File: config.mk
export PLATFORM = sky130hd
export DESIGN_NAME = task_flow_monitor
export DESIGN_NICKNAME = d
export VERILOG_FILES = /design/src/rtl/task_flow_monitor.sv
export SDC_FILE = /design/constraint.sdc
export NUM_CORES = 1
export LEC_CHECK = 0
export BUFFER_PORTS_ARGS = -buffer_cell sky130_fd_sc_hd__buf_2
export CORE_MARGIN = 5
export CORE_UTILIZATION = 50
export CTS_BUF_LIST = sky130_fd_sc_hd__clkbuf_4
export DETAILED_ROUTE_END_ITERATION = 6
export GPL_ROUTABILITY_DRIVEN = 0
export PLACE_DENSITY = 0.86
export SLEW_MARGIN = 20
export SYNTH_ARGS = -nofsm -noshare
export SYNTH_HDL_FRONTEND = slang
export SYNTH_SLANG_ARGS = --single-unit
export TNS_END_PERCENT = 30
File: constraint.sdc
create_clock -name clk -period 4.25 [get_ports clk]
set_clock_uncertainty 0.15 [all_clocks]
set_input_delay 0.6375 -clock clk [delete_from_list [all_inputs] [get_ports clk]]
set_output_delay 0.6375 -clock clk [all_outputs]
set_load 0.05 [all_outputs]
File: src/rtl/task_flow_monitor.sv
module task_flow_monitor #(
  parameter int ADDR_W  = 16,
  parameter int N_TASKS = 3,
  parameter int TCS_CYC = 8,
  parameter int TL_CYC  = 64,
  localparam int TID_W  = $clog2(N_TASKS),
  localparam int CNT_W  = $clog2(TL_CYC + 1)
) (
  input  logic                      clk,
  input  logic                      rst_n,
  input  logic [ADDR_W-1:0]         addr,
  input  logic                      addr_valid,
  input  logic                      tick,
  input  logic                      err_clear,
  input  logic [N_TASKS*ADDR_W-1:0] range_lo,
  input  logic [N_TASKS*ADDR_W-1:0] range_hi,
  output logic [TID_W-1:0]          cur_task,
  output logic                      task_known,
  output logic                      seq_err_pulse,
  output logic                      time_err_pulse,
  output logic                      seq_err_flag,
  output logic                      time_err_flag
);

  logic [N_TASKS-1:0] hit;
  logic [TID_W-1:0]   hit_tid, exp_tid;
  logic [CNT_W-1:0]   cnt, elapsed;
  logic               armed, any_hit, switch_ev, open, in_win, timeout, seq_ev, time_ev;

  for (genvar i = 0; i < N_TASKS; i++) begin : g_match
    assign hit[i] = addr >= range_lo[i*ADDR_W +: ADDR_W] &&
                    addr <= range_hi[i*ADDR_W +: ADDR_W];
  end

  always_comb begin
    hit_tid = '0;
    for (int i = N_TASKS - 1; i >= 0; i--)
      if (hit[i]) hit_tid = TID_W'(i);
  end

  assign any_hit   = addr_valid && |hit;
  assign exp_tid   = (cur_task == TID_W'(N_TASKS - 1)) ? '0 : cur_task + 1'b1;
  assign switch_ev = task_known && any_hit && hit_tid != cur_task;
  assign elapsed   = tick ? '0 : cnt;
  assign open      = task_known && (tick || armed);
  assign in_win    = open && elapsed < CNT_W'(TCS_CYC);
  assign timeout   = open && !switch_ev && elapsed == CNT_W'(TL_CYC - 1);
  assign seq_ev    = (switch_ev && in_win && hit_tid != exp_tid) || timeout;
  assign time_ev   = switch_ev && !in_win;

  always_ff @(posedge clk) begin
    if (!rst_n) begin
      cur_task       <= '0;
      task_known     <= 1'b0;
      armed          <= 1'b0;
      cnt            <= '0;
      seq_err_pulse  <= 1'b0;
      time_err_pulse <= 1'b0;
      seq_err_flag   <= 1'b0;
      time_err_flag  <= 1'b0;
    end else begin
      if (any_hit) cur_task <= hit_tid;
      task_known <= task_known | any_hit;
      if (task_known && tick && !switch_ev) begin
        armed <= 1'b1;
        cnt   <= CNT_W'(1);
      end else if (switch_ev || timeout) begin
        armed <= 1'b0;
      end else if (armed) begin
        cnt <= cnt + 1'b1;
      end
      seq_err_pulse  <= seq_ev;
      time_err_pulse <= time_ev;
      seq_err_flag   <= (seq_err_flag & ~err_clear) | seq_ev;
      time_err_flag  <= (time_err_flag & ~err_clear) | time_ev;
    end
  end

  p_quiet_until_known_r3: assert property (@(posedge clk) disable iff (!rst_n)
    !task_known |-> !seq_err_pulse && !time_err_pulse);

  p_unmatched_hold_r2: assert property (@(posedge clk) disable iff (!rst_n)
    task_known && !(addr_valid && |hit) |=> $stable(cur_task));

  p_clean_switch_r4: assert property (@(posedge clk) disable iff (!rst_n)
    task_known && any_hit && tick && hit_tid == exp_tid && hit_tid != cur_task
    |=> !seq_err_pulse && !time_err_pulse);

  p_exclusive_r5: assert property (@(posedge clk) disable iff (!rst_n)
    !(seq_err_pulse && time_err_pulse));

  p_late_switch_r7: assert property (@(posedge clk) disable iff (!rst_n)
    task_known && any_hit && hit_tid != cur_task && !tick && !armed |=> time_err_pulse);

  p_pulse_sets_flag_r8: assert property (@(posedge clk) disable iff (!rst_n)
    (seq_err_pulse |-> seq_err_flag) and (time_err_pulse |-> time_err_flag));

  p_sticky_r8: assert property (@(posedge clk) disable iff (!rst_n)
    seq_err_flag && !err_clear |=> seq_err_flag);

endmodule

==> summary.log, run 1 <==
[grt] maximum number of pins on one net before global-route repair 17
[yosys] proportion of netlist area held by the largest area contributor 38.4%
[yosys] area of the mapped netlist 0.00316 mm^2
[setup_path] kind of cell adding the most delay to the critical path simple AND/OR/NAND/NOR gates
[yosys] synthesis-stage register bit count 15
[clock_tree] number of clock sinks seen by CTS 15
[setup_path] crit path cell chain buf_2, ha_1, nand4_1, or4_1, o221a_1, o21ai_2, and3b_1, nor4_4, o21bai_1, a32o_1
[clock_tree] number of hold buffers added after CTS 0
[power_and_ir_drop] share of total power consumed by net switching 42.7%
[clock_tree] Setup Fix Bufs, Post-CTS 0
[grt] vias in the first global route 3423
[timing] Hold Fails Final Rpt 0
[floorplanning] area of the die 0.00800 mm^2
[power_and_ir_drop] cell area power density 149 mW/mm^2
[setup_path] critical path class in2reg
[yosys] total number of yosys warnings 0
[floorplanning] Die Span X 89.5 um
[hold_path] type of the most critical hold path reg2reg
[placement] DP Wirelength 8.11 mm
[power_and_ir_drop] net switching power of the design 0.247 mW
[clock_tree] total CTS buffers 3
[route] wire length per cell 14.5 um
[grt] first-pass GRT wire length 14.6 mm
[power_and_ir_drop] Clk network pwr share 14.6%
[timing] minimum clock period 3.60 ns
[setup_path] CP Capture Type flop
[timing] transition time at the pin with the least slew margin 0.747 ns
[setup_path] slack of the worst reg-to-reg path 1.88 ns
[clock_tree] Clock Tree Root sky130_fd_sc_hd__clkbuf_4
[yosys] most common library cells after synthesis sky130_fd_sc_hd__ha_1 (97), sky130_fd_sc_hd__inv_1 (97), sky130_fd_sc_hd__a21oi_1 (46), sky130_fd_sc_hd__nand2_1 (26), sky130_fd_sc_hd__nor2_1 (20)
[setup_path] slowest cell on the critical path sky130_fd_sc_hd__nor4_4
[yosys] number of enable flip-flop cells after synthesis 0
[yosys] Yosys cell types 47
[floorplanning] Placement Rows 29
[route] via count of the routed design 3510
[setup_path] Largest stage delay, worst path 0.70 ns
[floorplanning] die outline height 89.5 um
[yosys] async set-or-reset flop fraction in the synthesized netlist 0%
[setup_path] sort of element at the start of the critical path input pin
[setup_path] Arr. time, crit path 3.68 ns
[grt] total routing resource utilization after global routing 22.6%
[route] antenna-violating nets left 0
[setup_path] required time at the worst-slack endpoint 4.33 ns
[timing] Max Freq 278 MHz
[setup_path] Worst Path Buf+Inv 1
[yosys] cell taking the most area after synthesis sky130_fd_sc_hd__ha_1
[yosys] Post-Synthesis Mean Instance Area 7.38 um^2
[clock_tree] number of cells upsized or downsized after cts 0
[timing] share of the clock period used by the worst path 84.6%
[timing] aggregate negative setup slack 0 ns
[yosys] syn_nets 642
[route] post-DR vias/cell 5.57
[floorplanning] number of top-level pins 124
[route] number of search-and-repair iterations in the first detailed-routing pass 5
[power_and_ir_drop] Static Leak 2.33 nW
[setup_path] CP Max Fanout 16
[power_and_ir_drop] Max VDD drop 156 uV
[outcome] status complete, no violations
[timing] Final setup violation count 0
[placement] Port Buffers 123
[clock_tree] clock insertion delay at the later pin of the skew report 0.29 ns
[run] reported max-cap violation count 0
[power_and_ir_drop] internal power 0.332 mW
[grt] GR Overflow Total 0
[yosys] number of standard cells after synthesis 428
[clock_tree] buffer depth of the longest clock path 2
[finish] share of the core filled with cells 62.2%
[finish] post-synthesis to final-layout area growth 22.9%
[route] drt initial violations 154
[finish] Total Nets Final 767
[yosys] cell types occupying the most area after synthesis sky130_fd_sc_hd__ha_1 (38%), sky130_fd_sc_hd__inv_1 (12%), sky130_fd_sc_hd__dfxtp_1 (9.5%)
[clock_tree] CTS tree done
[yosys] proportion of synthesized chip area in sequential cells 9.51%
[clock_tree] number of H-tree levels 1
[floorplanning] Initial Util 50.6%
[timing] setup repair after global routing missed its margin false
[grt] initial antenna violation count 1
[yosys] top_reg_cell synth sky130_fd_sc_hd__dfxtp_1
[route] count of unresolved DRC violations after routing 0
[power_and_ir_drop] combinational group share of total power 58.9%
[finish] layout filler cell count 588
[clock_tree] clock edge transition at the registers on the reported setup and hold paths 0.10 ns
[finish] proportion of layout cells with a drive suffix above 1 23.6%
[timing] max-slew violation count 0
[timing] headroom to the max-slew limit 49.8%
[floorplanning] core area 0.00624 mm^2
[route] sum of routed wire length over all layers 9.15 mm
[power_and_ir_drop] register share of total power 26.4%
==> through the flow <==
stage | setup WS (ns) | hold slack (ns) | instance area, um^2 | power, mW | std cells
floorplan | 1.06 | 0.298 | 3160 | 0.364 | 428
global placement | 0.541 | 0.312 | 3850 | 0.475 | 625
detailed placement | 0.390 | 0.315 | 3850 | 0.493 | 625
CTS | 0.697 | 0.331 | 3880 | 0.578 | 629
global route | 0.519 | 0.356 | 3880 | 0.632 | 630
finish | 0.655 | 0.329 | 3880 | 0.579 | 630
==> power groups by stage <==
stage	logic (mW)	clock network, mW	registers [mW]
finish	0.341	0.0848	0.153
global route	0.387	0.0911	0.154
CTS	0.339	0.0861	0.153
detailed placement	0.337	0	0.156
global placement	0.319	0	0.156
floorplan	0.198	0	0.166
==> final timing paths <==
kind / cells past startpoint / start / to
hold / removal: 2 / time_err_flag / time_err_flag
setup / recovery: 10 / addr[14] / cnt[1]
hold reg to reg: 2 / time_err_flag / time_err_flag
setup reg to reg: 8 / cnt[0] / cnt[4]
==> cell families (layout without fill, tap and decap cells) <==
family / Yosys count / count (layout) / synth area share (%)
adder cells (fa/ha/maj): 97 / 97 / 38.4
buffers and inverters: 100 / 224 / 12.1
flip-flops: 15 / 15 / 9.51
other: 0 / 1 / 0
AO/OA/AOI/OAI: 103 / 103 / 20.5
AND/OR/NAND/NOR: 113 / 113 / 19.4
==> cell usage in the layout, fill, tap and decap left out, drive strengths merged, types with 5 or more instances in the layout <==
master / count
nor3: 7
buf: 123
ha: 97
nand3: 11
nand2: 26
a211oi: 5
nor2: 20
a21oi: 46
dfxtp: 15
a21o: 12
nor2b: 7
inv: 97
nand4: 19
o21ai: 14
==> state kept, by name, indices dropped and copies added, names as in the netlist <==
name	count
task_known	1
time_err_flag	1
cnt	7
time_err_pulse	1
seq_err_pulse	1
armed	1
cur_task	2
seq_err_flag	1
==> tightest hold or removal path, stage by stage (launching register included) <==
cell	delay, ns
sky130_fd_sc_hd__dfxtp_1	0.32
sky130_fd_sc_hd__nand2b_1	0.06
sky130_fd_sc_hd__a21oi_1	0.06
==> routing by layer <==
metal / track usage (%) / part of all wire (%) / up-vias
met1: 29.4 / 43 / 1574
met5: 0 / 0 / -
met2: 39.7 / 47 / 151
li1: - / - / 1766
met4: 4.87 / 1.9 / 0
met3: 2.67 / 7.7 / 19
==> layout make-up <==
cell class,instances,area [um^2],area share (%)
Antenna cell,1,2.50,0.0645
Clock buffer,3,22.5,0.580
Clock inverter,1,5.00,0.129
Inverter,97,364,9.38
Multi-Input combinational cell,313,2470,63.8
Sequential cell,15,300,7.74
Tap cell,77,96.3,2.48
Timing Repair Buffer,123,616,15.9
(Power assumes the default switching activity.)
==> run 2: changes to the inputs <==
==> constraint.sdc (replaced) <==
create_clock -name clk -period 3.67 [get_ports clk]
set_clock_uncertainty 0.15 [all_clocks]
set_input_delay 0.5505 -clock clk [delete_from_list [all_inputs] [get_ports clk]]
set_output_delay 0.5505 -clock clk [all_outputs]
set_load 0.05 [all_outputs]
==> run 2 against run 1 <==
Against the previous run:
- global-route usage grew 0.28 points
- wire length fell by 2.4%
- via count decreased by 0.77%
- die area unchanged
- power rose by 16%
- core utilization up 0.16 points
- non-clock buffer count increased by 1
==> summary.log, run 2 (synthesized netlist as in run 1, its figures left out) <==
[timing] Hold Fails Final Rpt 0 [unchanged]
[clock_tree] number of cells upsized or downsized after cts 0 [unchanged]
[finish] area of combinational cells with multiple inputs 0.00247 mm^2 [unchanged]
[timing] setup repair after global routing missed its margin false [unchanged]
[route] number of search-and-repair iterations in the first detailed-routing pass 5 [unchanged]
[grt] met2 global-route usage 40.1% [was 39.7%]
[timing] minimum clock period 3.30 ns
[grt] GR Overflow Total 0 [unchanged]
[floorplanning] number of top-level pins 124 [unchanged]
[power_and_ir_drop] cell area power density 173 mW/mm^2 [was 149 mW/mm^2]
[route] via count of the routed design 3483 [was 3510]
[route] sum of routed wire length over all layers 8.94 mm [was 9.15 mm]
[timing] max-slew violation count 0 [unchanged]
[placement] Port Buffers 123 [unchanged]
[floorplanning] core area 0.00624 mm^2 [unchanged]
[finish] leading cell type in the layout, fill and taps excluded sky130_fd_sc_hd__buf_2 [unchanged]
[setup_path] slack of the worst reg-to-reg path 1.32 ns [was 1.88 ns]
[finish] cell area after layout 0.00389 mm^2 [was 0.00388 mm^2]
[clock_tree] Setup Fix Bufs, Post-CTS 0 [unchanged]
[setup_path] required time at the worst-slack endpoint 3.74 ns [was 4.33 ns]
[setup_path] crit path cell chain buf_2, ha_1, nand4_1, or4_1, o221a_1, o21ai_2, o311a_1, nor4_4, buf_4, or4_1, a21oi_1 [was buf_2, ha_1, nand4_1, or4_1, o221a_1, o21ai_2, and3b_1, nor4_4, o21bai_1, a32o_1]
[floorplanning] Die Span X 89.5 um [unchanged]
[setup_path] sort of element at the start of the critical path input pin [unchanged]
[finish] Largest register FFs 7 [unchanged]
[clock_tree] total CTS buffers 3 [unchanged]
[clock_tree] number of hold buffers added after CTS 0 [unchanged]
[placement] DP Wirelength 7.86 mm [was 8.11 mm]
[setup_path] Arr. time, crit path 3.37 ns [was 3.68 ns]
[finish] register area 300 um^2 [unchanged]
[clock_tree] number of H-tree levels 1 [unchanged]
[timing] aggregate negative setup slack 0 ns [unchanged]
[grt] met1 track demand over resource in global routing 30.4% [was 29.4%]
[setup_path] launch point of the worst path addr[14] [unchanged]
[finish] proportion of layout cells with a drive suffix above 1 23.7% [was 23.6%]
[setup_path] slowest cell on the critical path sky130_fd_sc_hd__or4_1 [was sky130_fd_sc_hd__nor4_4]
[route] antenna-violating nets left 0 [unchanged]
[finish] Total Nets Final 768 [was 767]
[clock_tree] clock insertion delay at the later pin of the skew report 0.30 ns [was 0.29 ns]
[placement] cell area after placement 0.00386 mm^2 [was 0.00385 mm^2]
[finish] registers with the highest flip-flop counts cnt x7, cur_task x2 [unchanged]
[setup_path] critical path class in2reg [unchanged]
[clock_tree] Clock Tree Root sky130_fd_sc_hd__clkbuf_4 [unchanged]
[floorplanning] area of the die 0.00800 mm^2 [unchanged]
[finish] layout filler cell count 555 [was 588]
[setup_path] Top cell by count, worst path sky130_fd_sc_hd__or4_1
[floorplanning] Initial Util 50.6% [unchanged]
[setup_path] Worst Path Buf+Inv 2 [was 1]
[grt] maximum number of pins on one net before global-route repair 17 [unchanged]
[timing] headroom to the max-slew limit 70.7% [was 49.8%]
[route] wire length per cell 14.2 um [was 14.5 um]
[setup_path] startpoint of the most critical register-to-register path cnt[0] [unchanged]
[finish] post-synthesis to final-layout area growth 23.2% [was 22.9%]
[timing] Max Freq 303 MHz
[hold_path] type of the most critical hold path reg2reg [unchanged]
[timing] share of the clock period used by the worst path 90.0%
[setup_path] CP Capture Type flop [unchanged]
[setup_path] kind of cell adding the most delay to the critical path simple AND/OR/NAND/NOR gates [unchanged]
[outcome] status complete, no violations [unchanged]
[grt] initial antenna violation count 1 [unchanged]
[floorplanning] Placement Rows 29 [unchanged]
[setup_path] CP Max Fanout 16 [unchanged]
[power_and_ir_drop] Static Leak 2.33 nW [about the same]
[setup_path] Largest stage delay, worst path 0.50 ns [was 0.70 ns]
[power_and_ir_drop] Max VDD drop 164 uV [was 156 uV]
[clock_tree] CTS tree done [unchanged]
[finish] commonest cells after routing, fill and taps aside sky130_fd_sc_hd__buf_2 (123), sky130_fd_sc_hd__inv_1 (97), sky130_fd_sc_hd__ha_1 (97) [unchanged]
[grt] vias in the first global route 3426 [was 3423]
[route] post-DR vias/cell 5.52 [was 5.57]
[run] reported max-cap violation count 0 [unchanged]
[grt] first-pass GRT wire length 14.8 mm [was 14.6 mm]
[grt] total routing resource utilization after global routing 22.9% [was 22.6%]
[route] drt initial violations 190 [was 154]
[hold_path] startpoint of the tightest hold check path time_err_flag [unchanged]
[grt] global-route track usage on met3 2.30% [was 2.67%]
[timing] Final setup violation count 0 [unchanged]
[floorplanning] die outline height 89.5 um [unchanged]
[finish] Top reg by flops cnt [unchanged]
[timing] transition time at the pin with the least slew margin 0.439 ns [was 0.747 ns]
[route] count of unresolved DRC violations after routing 0 [unchanged]
[grt] peak-usage layer in the global routing report met2 [unchanged]
[clock_tree] clock edge transition at the registers on the reported setup and hold paths 0.11 ns [was 0.10 ns]
[clock_tree] buffer depth of the longest clock path 2 [unchanged]
[clock_tree] number of clock sinks seen by CTS 15 [unchanged]
[run 2: cell count changes in the layout (fill, tap and decap cells not counted), sizes merged]
| cell | change |
|---|---|
| buf | +1 |
| clkinv | -1 |
| clkinvlp | +1 |
[run 2: layer usage]
metal / routed length (um) / up-vias
met1: 4030 / 1559
met4: 153 / 0
li1: - / 1764
met2: 4130 / 146
met3: 627 / 14
met5: 0 / -
[run 2: stage by stage]
step / hold slack [ns] / setup WS (ns) / total power, mW / utilization, % / std cells
final: 0.336 / 0.368 / 0.673 / 62.3 / 631
after global routing: 0.350 / 0.185 / 0.739 / 62.3 / 631
after CTS: 0.336 / 0.395 / 0.671 / 62.3 / 630
after detailed placement: 0.320 / 0.0973 / 0.569 / 61.8 / 626
after global placement: 0.311 / 0.235 / 0.550 / 61.8 / 626
after floorplan: 0.298 / 0.570 / 0.422 / - / 428
[run 2: worst paths after layout]
path | to | depth (start not counted)
min reg2reg | time_err_flag | 2
max reg2reg | cnt[4] | 8
max | cnt[2] | 11
min | time_err_flag | 2
[run 2: area by class of cell]
type / instances / share of cell area, %
inverters: 97 / 9.36
well taps: 77 / 2.48
diodes: 1 / 0.0643
repair buffers: 124 / 16.0
multi-input cells: 313 / 63.6
clock buffers: 3 / 0.579
flip-flops and latches: 15 / 7.72
clock inverters: 1 / 0.193
[run 2: power by group]
group | internal (mW) | total, mW | switching, mW
Combinational | 0.174 | 0.393 | 0.219
Sequential | 0.169 | 0.178 | 0.00822
Clock | 0.0416 | 0.102 | 0.0607
Total | 0.385 | 0.673 | 0.288
[run 2: worst register-to-register path: stages (launching register included)]
cell                      delay [ns]
sky130_fd_sc_hd__dfxtp_1        0.35
sky130_fd_sc_hd__and3_1         0.20
sky130_fd_sc_hd__and3_1         0.21
sky130_fd_sc_hd__and2_1         0.15
sky130_fd_sc_hd__nor2b_1        0.34
sky130_fd_sc_hd__nand2_1        0.12
sky130_fd_sc_hd__nor2_1         0.19
sky130_fd_sc_hd__or4b_1         0.46
sky130_fd_sc_hd__a21oi_1        0.14
